### config.mk
export PLATFORM = sky130hd
export DESIGN_NAME = tsp_tx
export DESIGN_NICKNAME = d
export VERILOG_FILES = /design/src/rtl/tsp_pkg.sv /design/src/rtl/tsp_crc.sv /design/src/rtl/tsp_shifter.sv /design/src/rtl/tsp_ctrl.sv /design/src/rtl/tsp_tx.sv
export SDC_FILE = /design/constraint.sdc
export NUM_CORES = 1
export LEC_CHECK = 0
export BUFFER_PORTS_ARGS = -buffer_cell sky130_fd_sc_hd__buf_2
export CAP_MARGIN = 15
export CORE_AREA = 2 2 67 69
export CTS_CLUSTER_DIAMETER = 40
export DETAILED_ROUTE_END_ITERATION = 6
export DIE_AREA = 0 0 69 71
export PLACE_DENSITY = 0.82
export SLEW_MARGIN = 20
export SYNTH_ARGS = -nofsm -noshare
export SYNTH_HDL_FRONTEND = slang
export SYNTH_SLANG_ARGS = --single-unit
export TNS_END_PERCENT = 50
### constraint.sdc
create_clock -name clk -period 1.8 [get_ports clk]
set_clock_uncertainty 0.15 [all_clocks]
set_input_delay 0.09 -clock clk [delete_from_list [all_inputs] [get_ports clk]]
set_output_delay 0.09 -clock clk [all_outputs]
set_load 0.01 [all_outputs]
### src/rtl/tsp_pkg.sv
`timescale 1ns/1ps
package tsp_pkg;
  typedef enum logic [2:0] {
    ST_OFF  = 3'd0,
    ST_GAP  = 3'd1,
    ST_ARM  = 3'd2,
    ST_DATA = 3'd3,
    ST_CRC  = 3'd4
  } tsp_state_e;

  localparam int TSP_CRC_W = 16;
  localparam logic [TSP_CRC_W-1:0] TSP_CRC_POLY = 16'h1021;
  localparam logic [TSP_CRC_W-1:0] TSP_CRC_INIT = 16'hFFFF;
endpackage

### src/rtl/tsp_crc.sv
`timescale 1ns/1ps
// Bit-serial check-sequence register: accumulates line bits, then shifts out inverted.
module tsp_crc #(
  parameter int CRC_W = 16,
  parameter logic [CRC_W-1:0] POLY = 16'h1021,
  parameter logic [CRC_W-1:0] INIT = 16'hFFFF
) (
  input  logic clk,
  input  logic rst_n,
  input  logic preset,
  input  logic accum,
  input  logic bit_i,
  input  logic drain,
  output logic out_bit
);
  logic [CRC_W-1:0] reg_q;
  logic             fb;

  assign fb = reg_q[CRC_W-1] ^ bit_i;

  always_ff @(posedge clk or negedge rst_n) begin
    if (!rst_n) begin
      reg_q <= INIT;
    end else if (preset) begin
      reg_q <= INIT;
    end else if (accum) begin
      reg_q <= {reg_q[CRC_W-2:0], 1'b0} ^ (fb ? POLY : '0);
    end else if (drain) begin
      reg_q <= {reg_q[CRC_W-2:0], 1'b1};
    end
  end

  assign out_bit = ~reg_q[CRC_W-1];
endmodule

### src/rtl/tsp_shifter.sv
`timescale 1ns/1ps
// Byte shift register; bit order is fixed at load time by reversing the byte.
module tsp_shifter #(
  parameter int BYTE_W = 8
) (
  input  logic              clk,
  input  logic              rst_n,
  input  logic              load,
  input  logic              lsb_first,
  input  logic [BYTE_W-1:0] data_i,
  input  logic              last_i,
  input  logic              shift,
  output logic              ser_bit,
  output logic              last_q
);
  logic [BYTE_W-1:0] rev;
  logic [BYTE_W-1:0] sh_q;

  for (genvar i = 0; i < BYTE_W; i++) begin : g_rev
    assign rev[i] = data_i[BYTE_W-1-i];
  end

  always_ff @(posedge clk or negedge rst_n) begin
    if (!rst_n) begin
      sh_q   <= '0;
      last_q <= 1'b0;
    end else if (load) begin
      sh_q   <= lsb_first ? rev : data_i;
      last_q <= last_i;
    end else if (shift) begin
      sh_q   <= {sh_q[BYTE_W-2:0], 1'b0};
    end
  end

  assign ser_bit = sh_q[BYTE_W-1];
endmodule

### src/rtl/tsp_ctrl.sv
`timescale 1ns/1ps
// Sequencer: off, idle gap, armed (waiting for data and sync), data, check bits.
module tsp_ctrl
  import tsp_pkg::*;
#(
  parameter int BYTE_W   = 8,
  parameter int GAP_BITS = 8,
  parameter int CRC_W    = 16
) (
  input  logic       clk,
  input  logic       rst_n,
  input  logic       tx_en,
  input  logic       sync_ok,
  input  logic       s_valid,
  input  logic       crc_en,
  input  logic       cur_last,
  output tsp_state_e state,
  output logic       s_ready,
  output logic       load,
  output logic       crc_preset,
  output logic       crc_accum,
  output logic       crc_drain,
  output logic       msg_done,
  output logic       msg_underrun
);
  localparam int CNT_MAX0 = (GAP_BITS > BYTE_W) ? GAP_BITS : BYTE_W;
  localparam int CNT_MAX  = (CNT_MAX0 > CRC_W) ? CNT_MAX0 : CRC_W;
  localparam int CNT_W    = (CNT_MAX > 2) ? $clog2(CNT_MAX) : 1;
  localparam logic [CNT_W-1:0] GAP_END  = CNT_W'(GAP_BITS - 1);
  localparam logic [CNT_W-1:0] BYTE_END = CNT_W'(BYTE_W - 1);
  localparam logic [CNT_W-1:0] CRC_END  = CNT_W'(CRC_W - 1);

  tsp_state_e       st_q, st_d;
  logic [CNT_W-1:0] cnt_q, cnt_d;
  logic             done_d, und_d;
  logic             byte_end, hs;

  assign byte_end = (st_q == ST_DATA) && (cnt_q == BYTE_END);
  assign s_ready  = tx_en && (((st_q == ST_ARM) && sync_ok) || (byte_end && !cur_last));
  assign hs       = s_valid && s_ready;
  assign load     = hs;

  assign crc_preset = (st_q == ST_ARM);
  assign crc_accum  = (st_q == ST_DATA);
  assign crc_drain  = (st_q == ST_CRC);
  assign state      = st_q;

  always_comb begin
    st_d   = st_q;
    cnt_d  = cnt_q;
    done_d = 1'b0;
    und_d  = 1'b0;
    unique case (st_q)
      ST_OFF: begin
        st_d  = ST_GAP;
        cnt_d = '0;
      end
      ST_GAP: begin
        if (cnt_q == GAP_END) begin
          st_d  = ST_ARM;
          cnt_d = '0;
        end else begin
          cnt_d = cnt_q + CNT_W'(1);
        end
      end
      ST_ARM: begin
        if (hs) begin
          st_d  = ST_DATA;
          cnt_d = '0;
        end
      end
      ST_DATA: begin
        if (!byte_end) begin
          cnt_d = cnt_q + CNT_W'(1);
        end else begin
          cnt_d = '0;
          if (cur_last) begin
            if (crc_en) begin
              st_d = ST_CRC;
            end else begin
              st_d   = ST_GAP;
              done_d = 1'b1;
            end
          end else if (!hs) begin
            st_d   = ST_GAP;
            done_d = 1'b1;
            und_d  = 1'b1;
          end
        end
      end
      ST_CRC: begin
        if (cnt_q == CRC_END) begin
          st_d   = ST_GAP;
          cnt_d  = '0;
          done_d = 1'b1;
        end else begin
          cnt_d = cnt_q + CNT_W'(1);
        end
      end
      default: begin
        st_d  = ST_OFF;
        cnt_d = '0;
      end
    endcase
    if (!tx_en) begin
      st_d   = ST_OFF;
      cnt_d  = '0;
      done_d = 1'b0;
      und_d  = 1'b0;
    end
  end

  always_ff @(posedge clk or negedge rst_n) begin
    if (!rst_n) begin
      st_q         <= ST_OFF;
      cnt_q        <= '0;
      msg_done     <= 1'b0;
      msg_underrun <= 1'b0;
    end else begin
      st_q         <= st_d;
      cnt_q        <= cnt_d;
      msg_done     <= done_d;
      msg_underrun <= und_d;
    end
  end
endmodule

### src/rtl/tsp_tx.sv
`timescale 1ns/1ps
// Top: sync source select, line multiplexer, wiring of sequencer, shifter and check register.
module tsp_tx
  import tsp_pkg::*;
#(
  parameter int BYTE_W   = 8,
  parameter int GAP_BITS = 8
) (
  input  logic              clk,
  input  logic              rst_n,
  input  logic              tx_en,
  input  logic              sync_sel,
  input  logic              cts,
  input  logic              rx_synced,
  input  logic              crc_en,
  input  logic              lsb_first,
  input  logic              s_valid,
  output logic              s_ready,
  input  logic [BYTE_W-1:0] s_data,
  input  logic              s_last,
  output logic              txd,
  output logic              msg_done,
  output logic              msg_underrun
);
  tsp_state_e state;
  logic       sync_ok;
  logic       load, cur_last, ser_bit, crc_bit;
  logic       crc_preset, crc_accum, crc_drain;

  assign sync_ok = sync_sel ? rx_synced : cts;

  tsp_ctrl #(
    .BYTE_W  (BYTE_W),
    .GAP_BITS(GAP_BITS),
    .CRC_W   (TSP_CRC_W)
  ) u_ctrl (
    .clk         (clk),
    .rst_n       (rst_n),
    .tx_en       (tx_en),
    .sync_ok     (sync_ok),
    .s_valid     (s_valid),
    .crc_en      (crc_en),
    .cur_last    (cur_last),
    .state       (state),
    .s_ready     (s_ready),
    .load        (load),
    .crc_preset  (crc_preset),
    .crc_accum   (crc_accum),
    .crc_drain   (crc_drain),
    .msg_done    (msg_done),
    .msg_underrun(msg_underrun)
  );

  tsp_shifter #(
    .BYTE_W(BYTE_W)
  ) u_shift (
    .clk      (clk),
    .rst_n    (rst_n),
    .load     (load),
    .lsb_first(lsb_first),
    .data_i   (s_data),
    .last_i   (s_last),
    .shift    (state == ST_DATA),
    .ser_bit  (ser_bit),
    .last_q   (cur_last)
  );

  tsp_crc #(
    .CRC_W(TSP_CRC_W),
    .POLY (TSP_CRC_POLY),
    .INIT (TSP_CRC_INIT)
  ) u_crc (
    .clk    (clk),
    .rst_n  (rst_n),
    .preset (crc_preset),
    .accum  (crc_accum),
    .bit_i  (ser_bit),
    .drain  (crc_drain),
    .out_bit(crc_bit)
  );

  always_comb begin
    unique case (state)
      ST_DATA: txd = ser_bit;
      ST_CRC:  txd = crc_bit;
      default: txd = 1'b1;
    endcase
  end
endmodule

==> results by group <==
Status
  • Status: finished with violations
  • Failing checks: negative setup slack

Layout
  • Share of cells above drive strength 1: 0.308
  • Multi-input logic area: 1050 µm²
  • Final net count: 268
  • Final Core Density: 0.609
  • Finished Layout Cells: 302
  • Ant. Diodes: 0
  • FILL cells: 355
  • Area Growth Syn to Fin: 28.4%
  • FF+latch area: 871 µm²

GRT
  • Largest net degree at the start of global routing: 35
  • Vias in the first global route: 1734
  • First-pass GRT wire length: 7.80 mm
  • Initial antenna violation count: 0
  • GRT Residual Overflow: 0
  • Gr usage total: 0.195

Critical path
  • Critical path's slowest cell: dfrtp_1
  • Critical Path Max Stage Delay: 0.40 ns
  • Kind of critical path: register to register
  • Crit. End Element: register
  • Worst setup SP type: register
  • Critical path arrival: 1.85 ns
  • CP required: 1.85 ns
  • Worst path bufs/invs: 1
  • Max FO, Critical Path: 4
  • Largest delay contributor family on the critical path: simple AND/OR/NAND/NOR gates
  • CP cell instances: ha_2, nand3b_1, buf_4, nand2_1, a21o_1, or3_1, o221ai_1

Placement
  • Placed wire-length estimate: 2.97 mm
  • GPL Wtd Cong: 0.923
  • Dpl cells: 276
  • Port bufs: 21

Logic synthesis
  • Most frequent cells after synthesis: 24 x mux2i_1, 18 x dfrtp_1, 16 x dfstp_2
  • Synth Instances: 199
  • Post-Syn Area per Cell: 10.0 µm²
  • Distinct cells, synth: 42
  • Async SR Flop Fraction: 1.00
  • Post-synth EDFFs: 0
  • Yosys reg bits: 34
  • Top cell type's share of synthesized area: 0.226
  • Sequential fraction of the synthesis area: 0.437
  • Most numerous cell in the Yosys netlist: mux2i_1
  • Top cells by area, synth: dfrtp_1 23%, dfstp_2 21%, mux2i_1 12%
  • Yosys top cell by area: dfrtp_1
  • Ys flop type: dfrtp_1
  • Syn Nets: 218
  • Synth warn: 0
  • Netlist Area Pre-Place: 1990 µm²

STA
  • Minimum clock period after layout: 1.80 ns
  • Slew Limit Headroom: 0.480
  • Final hold slack: 0.129 ns
  • Max-slew violations: 0
  • Slew @ Worst Pin: 0.779 ns
  • Final Setup Violations: 1
  • F_max: 555 MHz
  • RSZ-0062 raised after global routing: yes
  • Setup WS post-layout: -0.000752 ns
  • Final Hold Viols: 0
  • Final Cycle Share: 1.00

Power
  • Worst VDD drop: 0.431 mV
  • Leakage: 1.14 nW
  • P per Cell Area: 689 nW/µm²
  • Total power: 0.00176 W

Clock network
  • H-tree levels: 2
  • TritonCTS clock tree: yes
  • Worst-path clk slew: 0.07 ns
  • Clk buf depth: 2
  • TritonCTS buffer count: 5
  • CTS Root Cell: clkbuf_8
  • Clk Latency, worst-skew pair: 0.28 ns
  • CTS sink count: 34

Run
  • Max cap viols: 0

Floorplanning
  • Number of I/O pins: 22
  • Row count: 24
  • Die Y: 71 µm
  • Total core area: 4200 µm²
  • Starting Density: 0.474
  • Die width: 69 µm
  • DIE AREA: 4900 µm²

Route
  • Pre-Repair DR Iteration Count: 4
  • Initial drt markers: 117
  • Routed WL: 4.56 mm
  • Vias: 1734
  • Drt wl/cell: 15.1 µm
  • Via density: 5.74
  • Residual DRC count: 0
  • Detail Route Antenna Nets: 0

Min path
  • Min-Delay Path Class: primary input to register
final timing paths:
path,depth (start not counted),slack [ns],startpoint,to
max in group asynchronous,2,0.73,rst_n,u_ctrl.state[1]
worst min-delay path,3,0.13,lsb_first,u_shift.sh_q[1]
worst max-delay path,7,-0.0008,u_ctrl.cnt_q[1],u_ctrl.cnt_q[3]
worst max register to register,7,-0.0008,u_ctrl.cnt_q[1],u_ctrl.cnt_q[3]
worst min register to register,1,0.38,u_crc.reg_q[0],u_crc.reg_q[0]
min in group asynchronous,2,0.28,rst_n,u_shift.sh_q[2]
tightest hold or removal path: cells and delay by family:
kind	cells	cell delay (ns)
mux	2	0.25
buf+inv	1	0.18
registers in the layout, indices dropped and copies added (netlist names):
name / count
u_crc.reg_q: 16
u_ctrl.cnt_q: 4
u_ctrl.msg_done: 1
u_ctrl.msg_underrun: 1
u_ctrl.state: 3
u_shift.last_q: 1
u_shift.sh_q: 8
where the power goes:
part / internal (W) / total, W / switching (W)
Clock: 0.000308 / 0.000576 / 0.000268
Combinational: 0.000166 / 0.000325 / 0.000159
Sequential: 0.000825 / 0.000864 / 0.0000384
area by class of cell:
| type | count | share of cell area |
|---|---|---|
| Tap cell | 52 | 0.0254 |
| Inverter | 6 | 0.00978 |
| Multi-Input combinational cell | 144 | 0.411 |
| Clock buffer | 7 | 0.0337 |
| Clock inverter | 1 | 0.00196 |
| Sequential cell | 34 | 0.340 |
| Timing Repair Buffer | 58 | 0.178 |
placed cells by master, fill, tap and decap left out, types with 5 or more instances in the layout:
cell type	count
buf_2	20
dfrtp_1	18
dlygate4sd3_1	17
o211ai_1	14
o21ai_0	14
mux2i_1	24
nor2_1	11
dfstp_2	16
nand2_1	6
or3_1	14
clkbuf_8	6
buf_4	17
inv_1	5
o22ai_1	14
cell families (layout without fill, tap and decap cells):
kind of cell / Yosys count / count (layout) / share of synthesized area
simple gates: 52 / 52 / 0.147
compound gates: 62 / 62 / 0.215
xor+xnor: 3 / 3 / 0.0132
mux: 26 / 26 / 0.134
fa+ha+maj: 1 / 1 / 0.00628
buf+inv: 21 / 72 / 0.0483
flops: 34 / 34 / 0.437
repair_timing:
action | in CTS | in global routing
gates resized for setup | 2 | 8
pin swaps | 1 | 6
setup buffers | 0 | 1
hold buffers | 17 | 0
setup endpoints to repair | 3 | 14
endpoints found under the hold margin | 31 | 0
metrics by stage:
step / setup TNS (ns) / setup slack, ns / cell area, µm²
5_1_grt: -0.527 / -0.0648 / 2560
3_3_place_gp: 0 / 0.0389 / 2250
4_1_cts: 0 / 0.00149 / 2520
6_report: -0.000752 / -0.000752 / 2560
2_1_floorplan: 0 / 0.00176 / 2000
3_5_place_dp: 0 / 0.0117 / 2250
per-layer routing:
metal / wire [µm] / vias to the layer above / GRT usage / share of wire
met5: 0 / - / 0 / 0
met4: 66 / 0 / 0.0806 / 0.014
met3: 113 / 6 / 0.0271 / 0.025
met2: 2350 / 34 / 0.344 / 0.52
met1: 2030 / 840 / 0.241 / 0.44
li1: - / 854 / - / -
No activity file was read; power rests on OpenSTA's default activity.
